$ cat src/rtl/rowchain_pkg.sv
package rowchain_pkg;
    typedef enum logic [1:0] {
        SEQ_IDLE  = 2'd0,
        SEQ_ISSUE = 2'd1,
        SEQ_DRAIN = 2'd2
    } seq_phase_e;
endpackage

$ cat src/rtl/rowchain_lanes.sv
module rowchain_lanes #(
    parameter int LANES = 360
) (
    input  logic [LANES-1:0] old_row_i,
    input  logic [LANES-1:0] above_row_i,
    output logic [LANES-1:0] new_row_o
);
    for (genvar j = 0; j < LANES; j++) begin : g_lane
        assign new_row_o[j] = old_row_i[j] ^ above_row_i[j];
    end
endmodule

$ cat src/rtl/rowchain_seq.sv
module rowchain_seq
    import rowchain_pkg::*;
#(
    parameter int ROWS  = 8,
    parameter int ROW_W = $clog2(ROWS)
) (
    input  logic             clk,
    input  logic             rst_n,
    input  logic             start_i,
    output logic             rd_en_o,
    output logic [ROW_W-1:0] rd_addr_o,
    output logic             ret_vld_o,
    output logic [ROW_W-1:0] ret_row_o,
    output logic             busy_o,
    output logic             done_o
);
    localparam logic [ROW_W-1:0] LAST_ROW = ROW_W'(ROWS - 1);

    typedef struct packed {
        seq_phase_e       phase;
        logic [ROW_W-1:0] ptr;
        logic             ret_vld;
        logic [ROW_W-1:0] ret_row;
        logic             done;
    } seq_state_t;

    seq_state_t s_d, s_q;

    always_comb begin
        s_d         = s_q;
        s_d.done    = 1'b0;
        s_d.ret_vld = (s_q.phase == SEQ_ISSUE);
        s_d.ret_row = s_q.ptr;
        unique case (s_q.phase)
            SEQ_IDLE: begin
                if (start_i) begin
                    s_d.phase = SEQ_ISSUE;
                    s_d.ptr   = '0;
                end
            end
            SEQ_ISSUE: begin
                if (s_q.ptr == LAST_ROW) s_d.phase = SEQ_DRAIN;
                else                     s_d.ptr   = s_q.ptr + 1'b1;
            end
            SEQ_DRAIN: begin
                s_d.phase = SEQ_IDLE;
                s_d.done  = 1'b1;
            end
            default: s_d.phase = SEQ_IDLE;
        endcase
    end

    always_ff @(posedge clk or negedge rst_n) begin
        if (!rst_n) begin
            s_q <= '{phase: SEQ_IDLE, ptr: '0, ret_vld: 1'b0, ret_row: '0, done: 1'b0};
        end else begin
            s_q <= s_d;
        end
    end

    assign rd_en_o   = (s_q.phase == SEQ_ISSUE);
    assign rd_addr_o = s_q.ptr;
    assign ret_vld_o = s_q.ret_vld;
    assign ret_row_o = s_q.ret_row;
    assign busy_o    = (s_q.phase != SEQ_IDLE);
    assign done_o    = s_q.done;

    assert_rd_in_range_R3: assert property (@(posedge clk) disable iff (!rst_n)
        rd_en_o |-> (rd_addr_o <= LAST_ROW));
    assert_rd_ascending_R3: assert property (@(posedge clk) disable iff (!rst_n)
        (rd_en_o && $past(rd_en_o)) |-> (rd_addr_o == $past(rd_addr_o) + 1'b1));
    assert_first_read_row0_R2: assert property (@(posedge clk) disable iff (!rst_n)
        $rose(busy_o) |-> (rd_en_o && rd_addr_o == '0));
    assert_done_pulse_R7: assert property (@(posedge clk) disable iff (!rst_n)
        done_o |=> !done_o);
    assert_done_idle_R7: assert property (@(posedge clk) disable iff (!rst_n)
        done_o |-> (!busy_o && $past(busy_o)));
endmodule

$ cat src/rtl/parity_row_chain.sv
module parity_row_chain #(
    parameter int LANES = 360,
    parameter int ROWS  = 8,
    localparam int ROW_W = $clog2(ROWS)
) (
    input  logic             clk,
    input  logic             rst_n,
    input  logic             start_i,
    output logic             rd_en_o,
    output logic [ROW_W-1:0] rd_addr_o,
    input  logic [LANES-1:0] rd_data_i,
    output logic             wr_en_o,
    output logic [ROW_W-1:0] wr_addr_o,
    output logic [LANES-1:0] wr_data_o,
    output logic             busy_o,
    output logic             done_o
);
    logic             ret_vld;
    logic [ROW_W-1:0] ret_row;
    logic [LANES-1:0] chained;
    logic [LANES-1:0] prev_d, prev_q;

    rowchain_seq #(.ROWS(ROWS), .ROW_W(ROW_W)) seq_i (
        .clk       (clk),
        .rst_n     (rst_n),
        .start_i   (start_i),
        .rd_en_o   (rd_en_o),
        .rd_addr_o (rd_addr_o),
        .ret_vld_o (ret_vld),
        .ret_row_o (ret_row),
        .busy_o    (busy_o),
        .done_o    (done_o)
    );

    rowchain_lanes #(.LANES(LANES)) lanes_i (
        .old_row_i   (rd_data_i),
        .above_row_i (prev_q),
        .new_row_o   (chained)
    );

    always_comb begin
        prev_d = prev_q;
        if (ret_vld) begin
            prev_d = (ret_row == '0) ? rd_data_i : chained;
        end
    end

    always_ff @(posedge clk or negedge rst_n) begin
        if (!rst_n) prev_q <= '0;
        else        prev_q <= prev_d;
    end

    assign wr_en_o   = ret_vld && (ret_row != '0);
    assign wr_addr_o = ret_row;
    assign wr_data_o = chained;

    assert_no_row0_write_R4: assert property (@(posedge clk) disable iff (!rst_n)
        wr_en_o |-> (wr_addr_o != '0));
    assert_write_follows_read_R6: assert property (@(posedge clk) disable iff (!rst_n)
        wr_en_o |-> ($past(rd_en_o) && wr_addr_o == $past(rd_addr_o)));
    assert_write_only_busy_R6: assert property (@(posedge clk) disable iff (!rst_n)
        wr_en_o |-> busy_o);
    assert_done_after_last_R7: assert property (@(posedge clk) disable iff (!rst_n)
        done_o |-> ($past(wr_en_o) && $past(wr_addr_o) == ROW_W'(ROWS - 1)));
endmodule

$ cat config.mk
export PLATFORM = sky130hd
export DESIGN_NAME = parity_row_chain
export DESIGN_NICKNAME = d
export VERILOG_FILES = /design/src/rtl/rowchain_pkg.sv /design/src/rtl/rowchain_lanes.sv /design/src/rtl/rowchain_seq.sv /design/src/rtl/parity_row_chain.sv
export SDC_FILE = /design/constraint.sdc
export NUM_CORES = 1
export LEC_CHECK = 0
export BUFFER_PORTS_ARGS = -buffer_cell sky130_fd_sc_hd__clkbuf_2
export CAP_MARGIN = 10
export CORE_AREA = 2 2 284 286
export DETAILED_ROUTE_END_ITERATION = 6
export DIE_AREA = 0 0 286 288
export SLEW_MARGIN = 30
export SYNTH_ARGS = -nofsm -noshare
export SYNTH_HDL_FRONTEND = slang
export SYNTH_SLANG_ARGS = --single-unit
$ cat constraint.sdc
create_clock -name clk -period 3.98 [get_ports clk]
set_input_delay 0.597 -clock clk [delete_from_list [all_inputs] [get_ports clk]]
set_output_delay 0.597 -clock clk [all_outputs]
set_load 0.01 [all_outputs]
After elaboration in Yosys (flattened, before gate mapping)
Index checks and enable logic that the tools add are counted.
W data, S select, Z words.
Word-level totals
  word-level logic and storage cells: 388
  memories: 0
  input port bits: 363
  bits in writable memories: 0
  bits in latches: 0
  output and inout port bits: 370
  flip-flop bits (word level): 370
  memory bits (read-only): 0
Operators by class
  muxes and demuxes: 7
  equality and inequality tests: 6
  divide/modulo/power cells: 0
  bitwise gates (word level): 360
  add/sub/neg operators: 1
  $lt $le $gt $ge: 0
  multipliers: 0
  shifts and indexed selects: 0
  reduce and logical (&&, ||, !) cells: 8
Operator list (count)
  $mux W360: 1
  $xor A1 B1 Y1: 360
  $pmux W3 S2: 1
  $mux W5: 1
  $ne A2 B2 Y1 const B: 2
  $pmux W2 S2: 1
  $reduce_bool A2 Y1: 2
  $add A3 B1 Y3 const B: 1
  $eq A3 B3 Y1 const B: 1
  $logic_not A3 Y1: 1
  $mux W3: 1
  $reduce_and A3 Y1: 1
  $reduce_bool A3 Y1: 1
  $eq A2 B1 Y1 const B: 1
  $eq A2 B2 Y1 const B: 1
  $logic_not A2 Y1: 1
  $mux W2: 1
  $ne A2 B1 Y1 const B: 1
  $reduce_and A2 Y1: 1
  $logic_and A1 B1 Y1: 1
  $mux W1: 1

Logic depth before layout (Yosys ltp)
Gate-level depths: netlist (run 1).
  depth after elaboration: 3
  gate-level depth with buffers: 7
  depth with buffers taken out: 5

Hierarchy
A second synthesis (run 1) with hierarchy kept.
Second synthesis, totals
  cells, all modules: 2521
  area total of the unflattened synthesis: 24088.1 µm²
Modules (own cells, without submodules)
  parity_row_chain: seq. area each 9008.6 µm², cells an instance 2121, times used 1, area an instance 20474.6 µm²
  rowchain_lanes: seq. area each 0.0 µm², cells an instance 360, times used 1, area an instance 3153.0 µm²
  rowchain_seq: seq. area each 250.2 µm², cells an instance 40, times used 1, area an instance 460.4 µm²

Least setup slack after synthesis (run 1)
No wires, ideal clock.
  path kind: register to output
  start point: reg seq_i.s_q (netlist bit seq_i.ret_row_o[2])
  end point: out wr_en_o
  slack: 2.039 ns
  buffers on the path: 3
  cell stages (with the launch flop): 6
  arrival time: 1.344 ns
  data required time: 3.383 ns
  cells stage by stage: dfrtp_1 -> or3_1 -> clkbuf_1 -> buf_2 -> buf_2 -> and2_1
Between the ends
  longest elaborated chain between the ends: 2
Ends and longest elaborated chain
  start, declared: RTL line rowchain_seq.sv:27  | seq_state_t s_d, s_q;
  start signal, assigned: RTL line rowchain_seq.sv:55  | s_q <= '{phase: SEQ_IDLE, ptr: '0, ret_vld: 1'b0, ret_row: '0, done: 1'b0};
  $reduce_bool A3 Y1: RTL line parity_row_chain.sv:53  | assign wr_en_o = ret_vld && (ret_row != '0);
  $logic_and A1 B1 Y1: RTL line parity_row_chain.sv:53
  end, declared: RTL line parity_row_chain.sv:12  | output logic wr_en_o,
No other way between the ends.

Worst setup path in the final report (run 1)
Same ends and word-level chain as after synthesis.

==> results.md, run 1 <==
* HP Class: primary input to asynchronous set/reset pin
* Core area at 79600 µm²
* Row count at 104
* Gpl congestion at 0.816
* Top cells by area, synth: dfrtp_1 42%, a21oi_1 17%, mux2i_1 17%
* Post-Route WL at 62100 µm
* Arrival time at the worst endpoint at 2.08 ns
* Slew Limit Fails at 0
* Mapped Cells at 2317
* Drt wl/cell at 15.2 µm
* Setup TNS Final at 0 ns
* DRC Markers at 0
* M1 wire length at 25700 µm
* TritonCTS clock tree: built
* # resized after CTS at 0
* RR Endpoint: prev_q[172]$_DFFE_PN0P_
* Top cell type's share of synthesized area at 0.424
* Synth top cells by count: 720 x a21oi_1, 370 x dfrtp_1, 360 x mux2i_1, 360 x xor2_1, 359 x nand2_1
* Post-synth EDFFs at 0
* Reg2reg path depth at 4
* #FFs+latches synth at 370
* Area Overhead vs Synth at 28.2%
* Flop2flop setup slack at 1.81 ns
* Initial Utilization at 0.274
* Final worst slack at 1.31 ns
* Highest Signal Layer: met4
* Global-route wire length before repair at 94600 µm
* Crit path launch type: register
* Leak Pwr at 14.7 nW
* Placed Area at 26500 µm²
* Number of I/O port buffers at 732
* Clock Skews at 0.0111 ns
* Power Dens Cells at 841 nW/µm²
* Clock transition at the registers of the reported paths at 0.06 ns
* Maximum vdd drop at 0.561 mV
* Pwr Total at 0.0235 W
* Number of global-route vias before repair at 17105
* Worst skew pair latency at 0.56 ns
* Pin count of the biggest net entering global routing at 164
* Max Cap Viol at 0
* Final worst-path cycle share at 0.672
* Hpwl dp at 45900 µm
* 1st-pass router iterations at 7
* Met2 wire length at 31000 µm
* Average vias per placed instance at 4.62
* Fmax at 374 MHz
* Post-DRT Antenna Nets at 0
* Die Wd at 286 µm
* Clock Sinks at 370
* Required time of the worst setup path at 3.38 ns
* Final hold slack at 0.0625 ns
* Async set-or-reset flop fraction in the synthesized netlist at 1.00
* Type of the worst setup path: register to output port
* Clock tree root driver cell: clkbuf_16
* Clock Path Buffers at 3
* H-Tree Depth at 2
* Fin area at 28000 µm²
* GR Overflow Total at 0
* Final Setup Violations at 0
* Die area at 82400 µm²
* Worst-Margin Slew at 0.806 ns
* Hold Buf Count CTS at 0
* Setup slack at placement at 1.78 ns
* Count leader, synth: a21oi_1
* Min Tclk post-route at 2.67 ns
* Antenna diodes at 0
* Final hold viol count at 0
* Post-synthesis cell area at 21800 µm²
* Warnings from Yosys at 0
* Max-slew headroom at 0.463
* Seq/Total Area, Yosys at 0.424
* Via count at 18939
* Worst R2R Start: seq_i.ret_row_o[2]$_DFF_PN0_
* Crit end category: output port
* Outcome: finished clean
* Top_reg_cell synth: dfrtp_1
* Syn_nets at 2682
* Cell type with the largest total area after synthesis: dfrtp_1
* Met3 Wirelength at 3990 µm
* Initial antenna violation count at 0
* Distinct cells, synth at 20
* Avg Cell Area, Syn at 9.41 µm²
* CP max FO at 42
* Post-CTS Setup Inserts at 0
* RSZ-0062 raised after global routing: no
* Total clock buffers created by CTS at 45
* Net count reported at finish at 3367
* DRT iter0 DRCs at 1079
* Chip Height at 288 µm
* Layout cells sized above 1 at 0.277
* I/O pin cnt at 733
* GR Util All Layers at 0.142
[per-layer routing]
metal  GRT usage  vias to the layer above
li1            -                     9425
met1       0.175                     8903
met2       0.245                      523
met3      0.0342                       88
met4      0.0395                        0
met5           0                        -
[worst max-delay path by stage]
stage,start,to,slack (ns),cells after the start
final,seq_i.ret_row_o[2]$_DFF_PN0_,wr_en_o,1.31,3
after global routing,seq_i.ret_row_o[2]$_DFF_PN0_,wr_en_o,1.18,3
after CTS,seq_i.ret_row_o[2]$_DFF_PN0_,wr_en_o,1.22,3
after detailed placement,seq_i.ret_row_o[2]$_DFF_PN0_,prev_q[133]$_DFFE_PN0P_,1.78,4
after global placement,rd_data_i[34],wr_data_o[34],1.52,3
after floorplan,seq_i.ret_row_o[2]$_DFF_PN0_,wr_en_o,2.04,5
[flip-flops by register name (all words and copies together), names as in the netlist]
register         flops
seq_i.s_q            2
prev_q             360
seq_i.done_o         1
seq_i.ret_row_o      3
seq_i.ret_vld_o      1
seq_i.rd_addr_o      3
[area by class of cell]
class | count | area [µm²]
fillers | 8219 | 51700
multi-input cells | 1818 | 11900
flip-flops and latches | 370 | 9260
repair buffers | 766 | 4030
clock buffers | 70 | 1380
well taps | 1060 | 1330
clock inverters | 11 | 88.8
inverters | 1 | 3.75
[cell families (layout without fill, tap and decap cells)]
| family | count (synthesis) | after routing | synth area share |
|---|---|---|---|
| AOI/OAI and AO/OA | 726 | 726 | 0.168 |
| xor gates and xnor gates | 360 | 360 | 0.145 |
| adders and majority gates | 2 | 2 | 0.00115 |
| buffers and inverters | 129 | 848 | 0.0319 |
| DFF | 370 | 370 | 0.424 |
| muxes | 362 | 362 | 0.166 |
| and+or+nand+nor | 368 | 368 | 0.0641 |
[critical path, stage by stage, from the launching register on]
cell and delay [ns]:
dfrtp_1 0.38, or3_4 0.70, and2_1 0.30, clkbuf_2 0.13
[where the power goes]
part	internal (W)	switching, W
combinational	0.00519	0.00662
clock	0.00244	0.00167
sequential	0.00575	0.00184
[placed cells by master, fill, tap and decap left out]
master	n
xor2_2	1
buf_8	1
buf_12	8
and3_1	1
bufinv_16	1
inv_1	1
clkbuf_2	731
nand2_1	359
nor2b_1	2
clkinv_2	7
a22o_1	5
dfrtp_1	369
clkbuf_1	11
xor2_1	359
and2_1	2
mux2_2	2
clkbuf_16	47
ha_1	2
or3_4	1
o21bai_1	1
or2_2	1
nor2_1	2
inv_6	1
clkinvlp_4	2
buf_4	26
clkbuf_8	12
mux2i_1	360
dfrtp_4	1
a21oi_1	720
[through the flow]
step           cells   util
2_1_floorplan   2317      -
3_3_place_gp    4015  0.333
3_5_place_dp    4015  0.333
4_1_cts         4096  0.351
5_1_grt         4096  0.351
6_report        4096  0.351
Power figures use the tool's default switching activity.
==> run 2, diff against run 1 <==
- clock period: 3.98 -> 2.19 ns (I/O delays scaled with it)
==> results.md, run 2 (synthesis gave the netlist of run 1 again) <==
* Initial antenna violation count at 1 (was 0)
* GR Util All Layers at 0.143 (was 0.142)
* Clock Sinks at 370 (unchanged)
* Number of I/O port buffers at 732 (unchanged)
* Max Cap Viol at 0 (unchanged)
* CP delay by family, top: simple AND/OR/NAND/NOR gates (unchanged)
* RSZ-0062 raised after global routing: no (unchanged)
* Die area at 82400 µm² (unchanged)
* CP max-delay cell: or3_4 (unchanged)
* TritonCTS clock tree: built (unchanged)
* Final hold viol count at 0 (unchanged)
* Flop2flop setup slack at 0.26 ns (was 1.81 ns)
* Dpl cells at 4038 (was 4015)
* Core area at 79600 µm² (unchanged)
* Max stage delay on crit path at 0.42 ns (was 0.70 ns)
* Total clock buffers created by CTS at 44 (was 45)
* Worst R2R Start: seq_i.ret_row_o[0]$_DFF_PN0_ (was seq_i.ret_row_o[2]$_DFF_PN0_)
* Outcome: finished clean (unchanged)
* DRT iter0 DRCs at 872 (was 1079)
* Hold Crit Start: rd_data_i[95]
* Drt wl/cell at 15.2 µm (about the same)
* Max-slew headroom at 0.686 (was 0.463)
* RR Endpoint: prev_q[314]$_DFFE_PN0P_ (was prev_q[172]$_DFFE_PN0P_)
* Layout cells sized above 1 at 0.281 (was 0.277)
* Post-Route WL at 62700 µm (was 62100 µm)
* H-Tree Depth at 2 (unchanged)
* Min Tclk post-route at 2.09 ns
* Post-DRT Antenna Nets at 0 (unchanged)
* Commonest cells after routing, fill and taps aside: 731 x clkbuf_2, 720 x a21oi_1, 369 x dfrtp_1 (unchanged)
* DRC Markers at 0 (unchanged)
* Pin count of the biggest net entering global routing at 88 (was 164)
* Most common cell after layout, fill and taps aside: clkbuf_2 (unchanged)
* Hpwl dp at 47500 µm (was 45900 µm)
* Gpl congestion at 0.826 (was 0.816)
* Net count reported at finish at 3394 (was 3367)
* Via count at 19098 (was 18939)
* Worst-Margin Slew at 0.471 ns (was 0.806 ns)
* Crit-path cells: or3_4 -> buf_16 -> and2_1 -> clkbuf_2 (was or3_4 -> and2_1 -> clkbuf_2)
* Chip Height at 288 µm (unchanged)
* Clock Path Buffers at 3 (unchanged)
* Average vias per placed instance at 4.64 (was 4.62)
* Power Dens Cells at 1520 nW/µm² (was 841 nW/µm²)
* Area Overhead vs Synth at 29.4% (was 28.2%)
* Clock tree root driver cell: clkbuf_16 (unchanged)
* Row count at 104 (unchanged)
* I/O pin cnt at 733 (unchanged)
* Crit path launch type: register (unchanged)
* HP Class: primary input to register (was primary input to asynchronous set/reset pin)
* Reg2reg path depth at 6 (was 4)
* Hold Path End: prev_q[95]$_DFFE_PN0P_
* Final worst-path cycle share at 0.955
* Setup TNS Final at 0 ns (unchanged)
* Hold Path Depth at 3
* Arrival time at the worst endpoint at 1.76 ns (was 2.08 ns)
* Required time of the worst setup path at 1.86 ns (was 3.38 ns)
* WP buf/inv at 2 (was 1)
* Maximum vdd drop at 0.644 mV (was 0.561 mV)
* 1st-pass router iterations at 7 (unchanged)
* Slew Limit Fails at 0 (unchanged)
* Final Setup Violations at 0 (unchanged)
* Global-route wire length before repair at 95400 µm (was 94600 µm)
* Leak Pwr at 14.9 nW (was 14.7 nW)
* Die Wd at 286 µm (unchanged)
* Crit end category: output port (unchanged)
* Final Non-Filler Cells at 4118 (was 4096)
* GR Overflow Total at 0 (unchanged)
* Clock Skews at 0.0145 ns (was 0.0111 ns)
* Fmax at 478 MHz
* Number of global-route vias before repair at 17466 (was 17105)
* Clock transition at the registers of the reported paths at 0.06 ns (about the same)
* CP max FO at 2 (was 42)
* Initial Utilization at 0.274 (unchanged)
* Worst skew pair latency at 0.56 ns (about the same)
* Type of the worst setup path: register to output port (unchanged)
* Max reg flops at 360 (unchanged)
* Largest Register: prev_q (unchanged)
## run 2: cell types whose count changed in the layout (fill, tap and decap cells not counted)
cell and change:
buf_4 +15, buf_12 +9, clkbuf_8 -4, clkbuf_1 +2, clkbuf_16 -2, clkinv_2 -2
clkinvlp_4 -2, dlygate4sd3_1 +2, buf_16 +1, bufbuf_16 +1, diode_2 +1, inv_6 +1
xor2_1 +1, xor2_2 -1
## run 2: metal layers
layer  vias up  share of wire  GRT usage
li1       9491              -          -
met3       121          0.067     0.0387
met5         -              0          0
met1      8967           0.41      0.171
met2       519           0.49      0.245
met4         0          0.033     0.0524
## run 2: worst register-to-register path: stages (launching register included)
cell	delay (ns)
dfrtp_1	0.37
or3_4	0.42
buf_4	0.18
buf_12	0.17
buf_4	0.36
mux2i_1	0.22
a21oi_1	0.09
## run 2: per-stage QoR
stage	cell area [µm²]	worst slack, ns	util	power [W]	hold slack (ns)
6_report	28200	0.0980	0.354	0.0429	0.0814
3_3_place_gp	26800	0.446	0.336	0.0356	0.270
2_1_floorplan	21800	0.517	-	0.0279	0.0329
4_1_cts	28200	0.0436	0.354	0.0435	0.0304
5_1_grt	28200	0.0237	0.354	0.0463	0.0589
3_5_place_dp	26800	0.415	0.336	0.0360	0.268
## run 2: layout make-up
| cell class | instances | area [µm²] |
|---|---|---|
| Timing Repair Buffer | 794 | 4400 |
| Clock inverter | 8 | 72.6 |
| Antenna cell | 1 | 2.50 |
| Sequential cell | 370 | 9260 |
| Multi-Input combinational cell | 1818 | 11900 |
| Fill cell | 8203 | 51400 |
| Clock buffer | 66 | 1280 |
| Tap cell | 1060 | 1330 |
| Inverter | 1 | 3.75 |
## run 2: worst max-delay path by stage
stage,start,end,slack [ns],cells after the start
floorplan,seq_i.ret_row_o[2]$_DFF_PN0_,wr_en_o,0.52,5
global placement,seq_i.ret_row_o[2]$_DFF_PN0_,prev_q[299]$_DFFE_PN0P_,0.45,5
detailed placement,seq_i.ret_row_o[2]$_DFF_PN0_,prev_q[314]$_DFFE_PN0P_,0.41,5
CTS,seq_i.ret_row_o[0]$_DFF_PN0_,wr_en_o,0.04,4
global route,seq_i.ret_row_o[0]$_DFF_PN0_,wr_en_o,0.02,4
finish,seq_i.ret_row_o[0]$_DFF_PN0_,wr_en_o,0.1,4
## run 2: power breakdown
| group | total (W) | internal [W] | switching [W] |
|---|---|---|---|
| logic | 0.0221 | 0.00989 | 0.0122 |
| registers | 0.0138 | 0.0104 | 0.00332 |
| clock network | 0.00711 | 0.00414 | 0.00297 |
| total | 0.0429 | 0.0245 | 0.0185 |
## run 2: timing repair
action                                  4_1_cts  5_1_grt
buffers inserted                              2        0
gates resized for setup                       1        0
hold buffers                                  2        0
hold endpoints to repair                     28        0
endpoints found under the setup margin        1        0
==> run 3, diff against run 2 <==
- CELL_PAD_IN_SITES_DETAIL_PLACEMENT: not set -> 1
- CELL_PAD_IN_SITES_GLOBAL_PLACEMENT: not set -> 1
- CORE_AREA: 2 2 284 286 -> 2 2 289 291
- DIE_AREA: 0 0 286 288 -> 0 0 291 293
- PLACE_DENSITY_LB_ADDON: not set -> 0.1
==> results.md, run 3 (synthesis gave the netlist of run 1 again) <==
* Chip Height at 293 µm (was 288 µm)
* Total clock buffers created by CTS at 50 (was 44)
* Initial Utilization at 0.266 (was 0.274)
* Number of global-route vias before repair at 20601 (was 17466)
* Power Dens Cells at 1570 nW/µm² (was 1520 nW/µm²)
* Psw at 0.0197 W (was 0.0185 W)
* Drt wl/cell at 19.3 µm (was 15.2 µm)
* DRT iter0 DRCs at 596 (was 872)
* Clock power share at 0.182 (was 0.166)
* Final hold slack at 0.0674 ns (was 0.0814 ns)
* Slew Limit Fails at 0 (unchanged)
* Met2 usage at 0.328 (was 0.245)
* Number of I/O port buffers at 732 (unchanged)
* Sw frac at 0.438 (was 0.430)
* Met3 usage at 0.0529 (was 0.0387)
* Required time of the worst setup path at 1.86 ns (about the same)
* Area Overhead vs Synth at 30.9% (was 29.4%)
* Via count at 19942 (was 19098)
* Clock tree root driver cell: clkbuf_16 (unchanged)
* Crit end category: output port (unchanged)
* Initial antenna violation count at 21 (was 1)
* Min Tclk post-route at 1.98 ns (was 2.09 ns)
* Clock Sinks at 370 (unchanged)
* Die Wd at 291 µm (was 286 µm)
* Final worst-path cycle share at 0.905 (was 0.955)
* Core area at 81800 µm² (was 79600 µm²)
* Layout cells sized above 1 at 0.282 (was 0.281)
* Largest Register: prev_q (unchanged)
* Most Used Layer, Global Route: met2 (unchanged)
* Clock transition at the registers of the reported paths at 0.06 ns (about the same)
* RSZ-0062 raised after global routing: no (unchanged)
* Final Setup Violations at 0 (unchanged)
* H-Tree Depth at 2 (unchanged)
* Max reg flops at 360 (unchanged)
* Average vias per placed instance at 4.81 (was 4.64)
* Fmax at 505 MHz (was 478 MHz)
* Crit path launch type: register (unchanged)
* Flop pwr share at 0.308 (was 0.321)
* GR Overflow Total at 0 (unchanged)
* Clock Skews at 0.0112 ns (was 0.0145 ns)
* Cell Int Power at 0.0253 W (was 0.0245 W)
* Post-Route WL at 80100 µm (was 62700 µm)
* Arrival time at the worst endpoint at 1.65 ns (was 1.76 ns)
* Clock Path Buffers at 3 (unchanged)
* Gpl congestion at 0.788 (was 0.826)
* 1st-pass router iterations at 4 (was 7)
* Post-DRT Antenna Nets at 0 (unchanged)
* DRC Markers at 0 (unchanged)
* Maximum vdd drop at 0.580 mV (was 0.644 mV)
* GR Util All Layers at 0.180 (was 0.143)
* Setup TNS Final at 0 ns (unchanged)
* I/O pin cnt at 733 (unchanged)
* TritonCTS clock tree: built (unchanged)
* Hpwl dp at 61200 µm (was 47500 µm)
* Row count at 105 (was 104)
* Max-slew headroom at 0.590 (was 0.686)
* Net count reported at finish at 3396 (was 3394)
* Max Cap Viol at 0 (unchanged)
* Type of the worst setup path: register to output port (unchanged)
* FILL cells at 9636 (was 8203)
* Commonest cells after routing, fill and taps aside: 731 x clkbuf_2, 720 x a21oi_1, 369 x dfrtp_1 (unchanged)
* Die area at 85300 µm² (was 82400 µm²)
* Worst skew pair latency at 0.58 ns (was 0.56 ns)
* Global-route wire length before repair at 121000 µm (was 95400 µm)
* Pin count of the biggest net entering global routing at 129 (was 88)
* Worst-Margin Slew at 0.615 ns (was 0.471 ns)
* Most common cell after layout, fill and taps aside: clkbuf_2 (unchanged)
* Final hold viol count at 0 (unchanged)
* HP Class: primary input to register (unchanged)
* Final worst slack at 0.209 ns (was 0.0980 ns)
* Outcome: finished clean (unchanged)
* Met1 global-route usage at 0.199 (was 0.171)
* Leak Pwr at 15.0 nW (was 14.9 nW)
* Setup slack at placement at 0.402 ns (was 0.415 ns)
* CP max FO at 2 (unchanged)
* Logic pwr share at 0.510 (was 0.514)
[run 3: cell types whose count changed in the layout (fill, tap and decap cells not counted)]
cell	before	now
buf_4	41	31
buf_12	17	25
clkbuf_16	45	53
diode_2	1	9
clkbuf_1	13	18
clkbuf_8	8	12
inv_6	2	0
buf_16	1	0
bufbuf_16	1	0
clkinv_2	5	6
clkinvlp_4	0	1
[run 3: final timing paths]
kind                                                 from  cells after the start  slack [ns]                           end
max reg2reg                  seq_i.ret_row_o[0]$_DFF_PN0_                      6        0.35       prev_q[182]$_DFFE_PN0P_
min reg2reg                seq_i.rd_addr_o[1]$_DFFE_PN0P_                      0        0.53  seq_i.ret_row_o[1]$_DFF_PN0_
min                                        rd_data_i[198]                      3        0.07       prev_q[198]$_DFFE_PN0P_
min in group asynchronous                           rst_n                      2        0.29        prev_q[19]$_DFFE_PN0P_
max in group asynchronous                           rst_n                      3        1.16       prev_q[210]$_DFFE_PN0P_
max                          seq_i.ret_row_o[0]$_DFF_PN0_                      3        0.21                       wr_en_o
[run 3: layout make-up]
class | instances | area [µm²] | area share
multi-input cells | 1818 | 11900 | 0.416
flip-flops and latches | 370 | 9260 | 0.325
repair buffers | 790 | 4430 | 0.155
clock buffers | 83 | 1560 | 0.0546
well taps | 1070 | 1340 | 0.0469
clock inverters | 8 | 67.6 | 0.00237
diodes | 9 | 22.5 | 0.000789
inverters | 1 | 3.75 | 0.000132
[run 3: per-stage QoR]
stage	utilization	area (µm²)	power, W	cells
3_5_place_dp	0.328	26900	0.0372	4044
4_1_cts	0.348	28500	0.0458	4138
2_1_floorplan	-	21800	0.0279	2317
6_report	0.349	28500	0.0449	4149
5_1_grt	0.349	28500	0.0484	4148
3_3_place_gp	0.328	26900	0.0363	4044
[run 3: what timing repair did]
item | in CTS | in global routing
hold buffers | 2 | 0
buffers inserted | 1 | 2
endpoints found under the setup margin | 1 | 1
endpoints found under the hold margin | 27 | 0
gates resized for setup | 0 | 0
pin swaps | 1 | 0
[run 3: power groups by stage]
stage / Sequential [W] / Combinational, W / Clock [W]
after floorplan: 0.0131 / 0.0148 / 0
after global placement: 0.0136 / 0.0226 / 0
after detailed placement: 0.0139 / 0.0232 / 0
after CTS: 0.0139 / 0.0233 / 0.00854
after global routing: 0.0144 / 0.0252 / 0.00879
final: 0.0138 / 0.0229 / 0.00819
[run 3: layer usage]
metal | wire [µm] | share of wire
met5 | 152 | 0.0019
met4 | 2540 | 0.032
met3 | 5090 | 0.063
met2 | 41300 | 0.52
met1 | 31100 | 0.39
[run 3: worst max-delay path: stages (launching register included)]
cell and delay (ns):
dfrtp_1 0.37, or3_4 0.40, and2_1 0.17, clkbuf_2 0.14
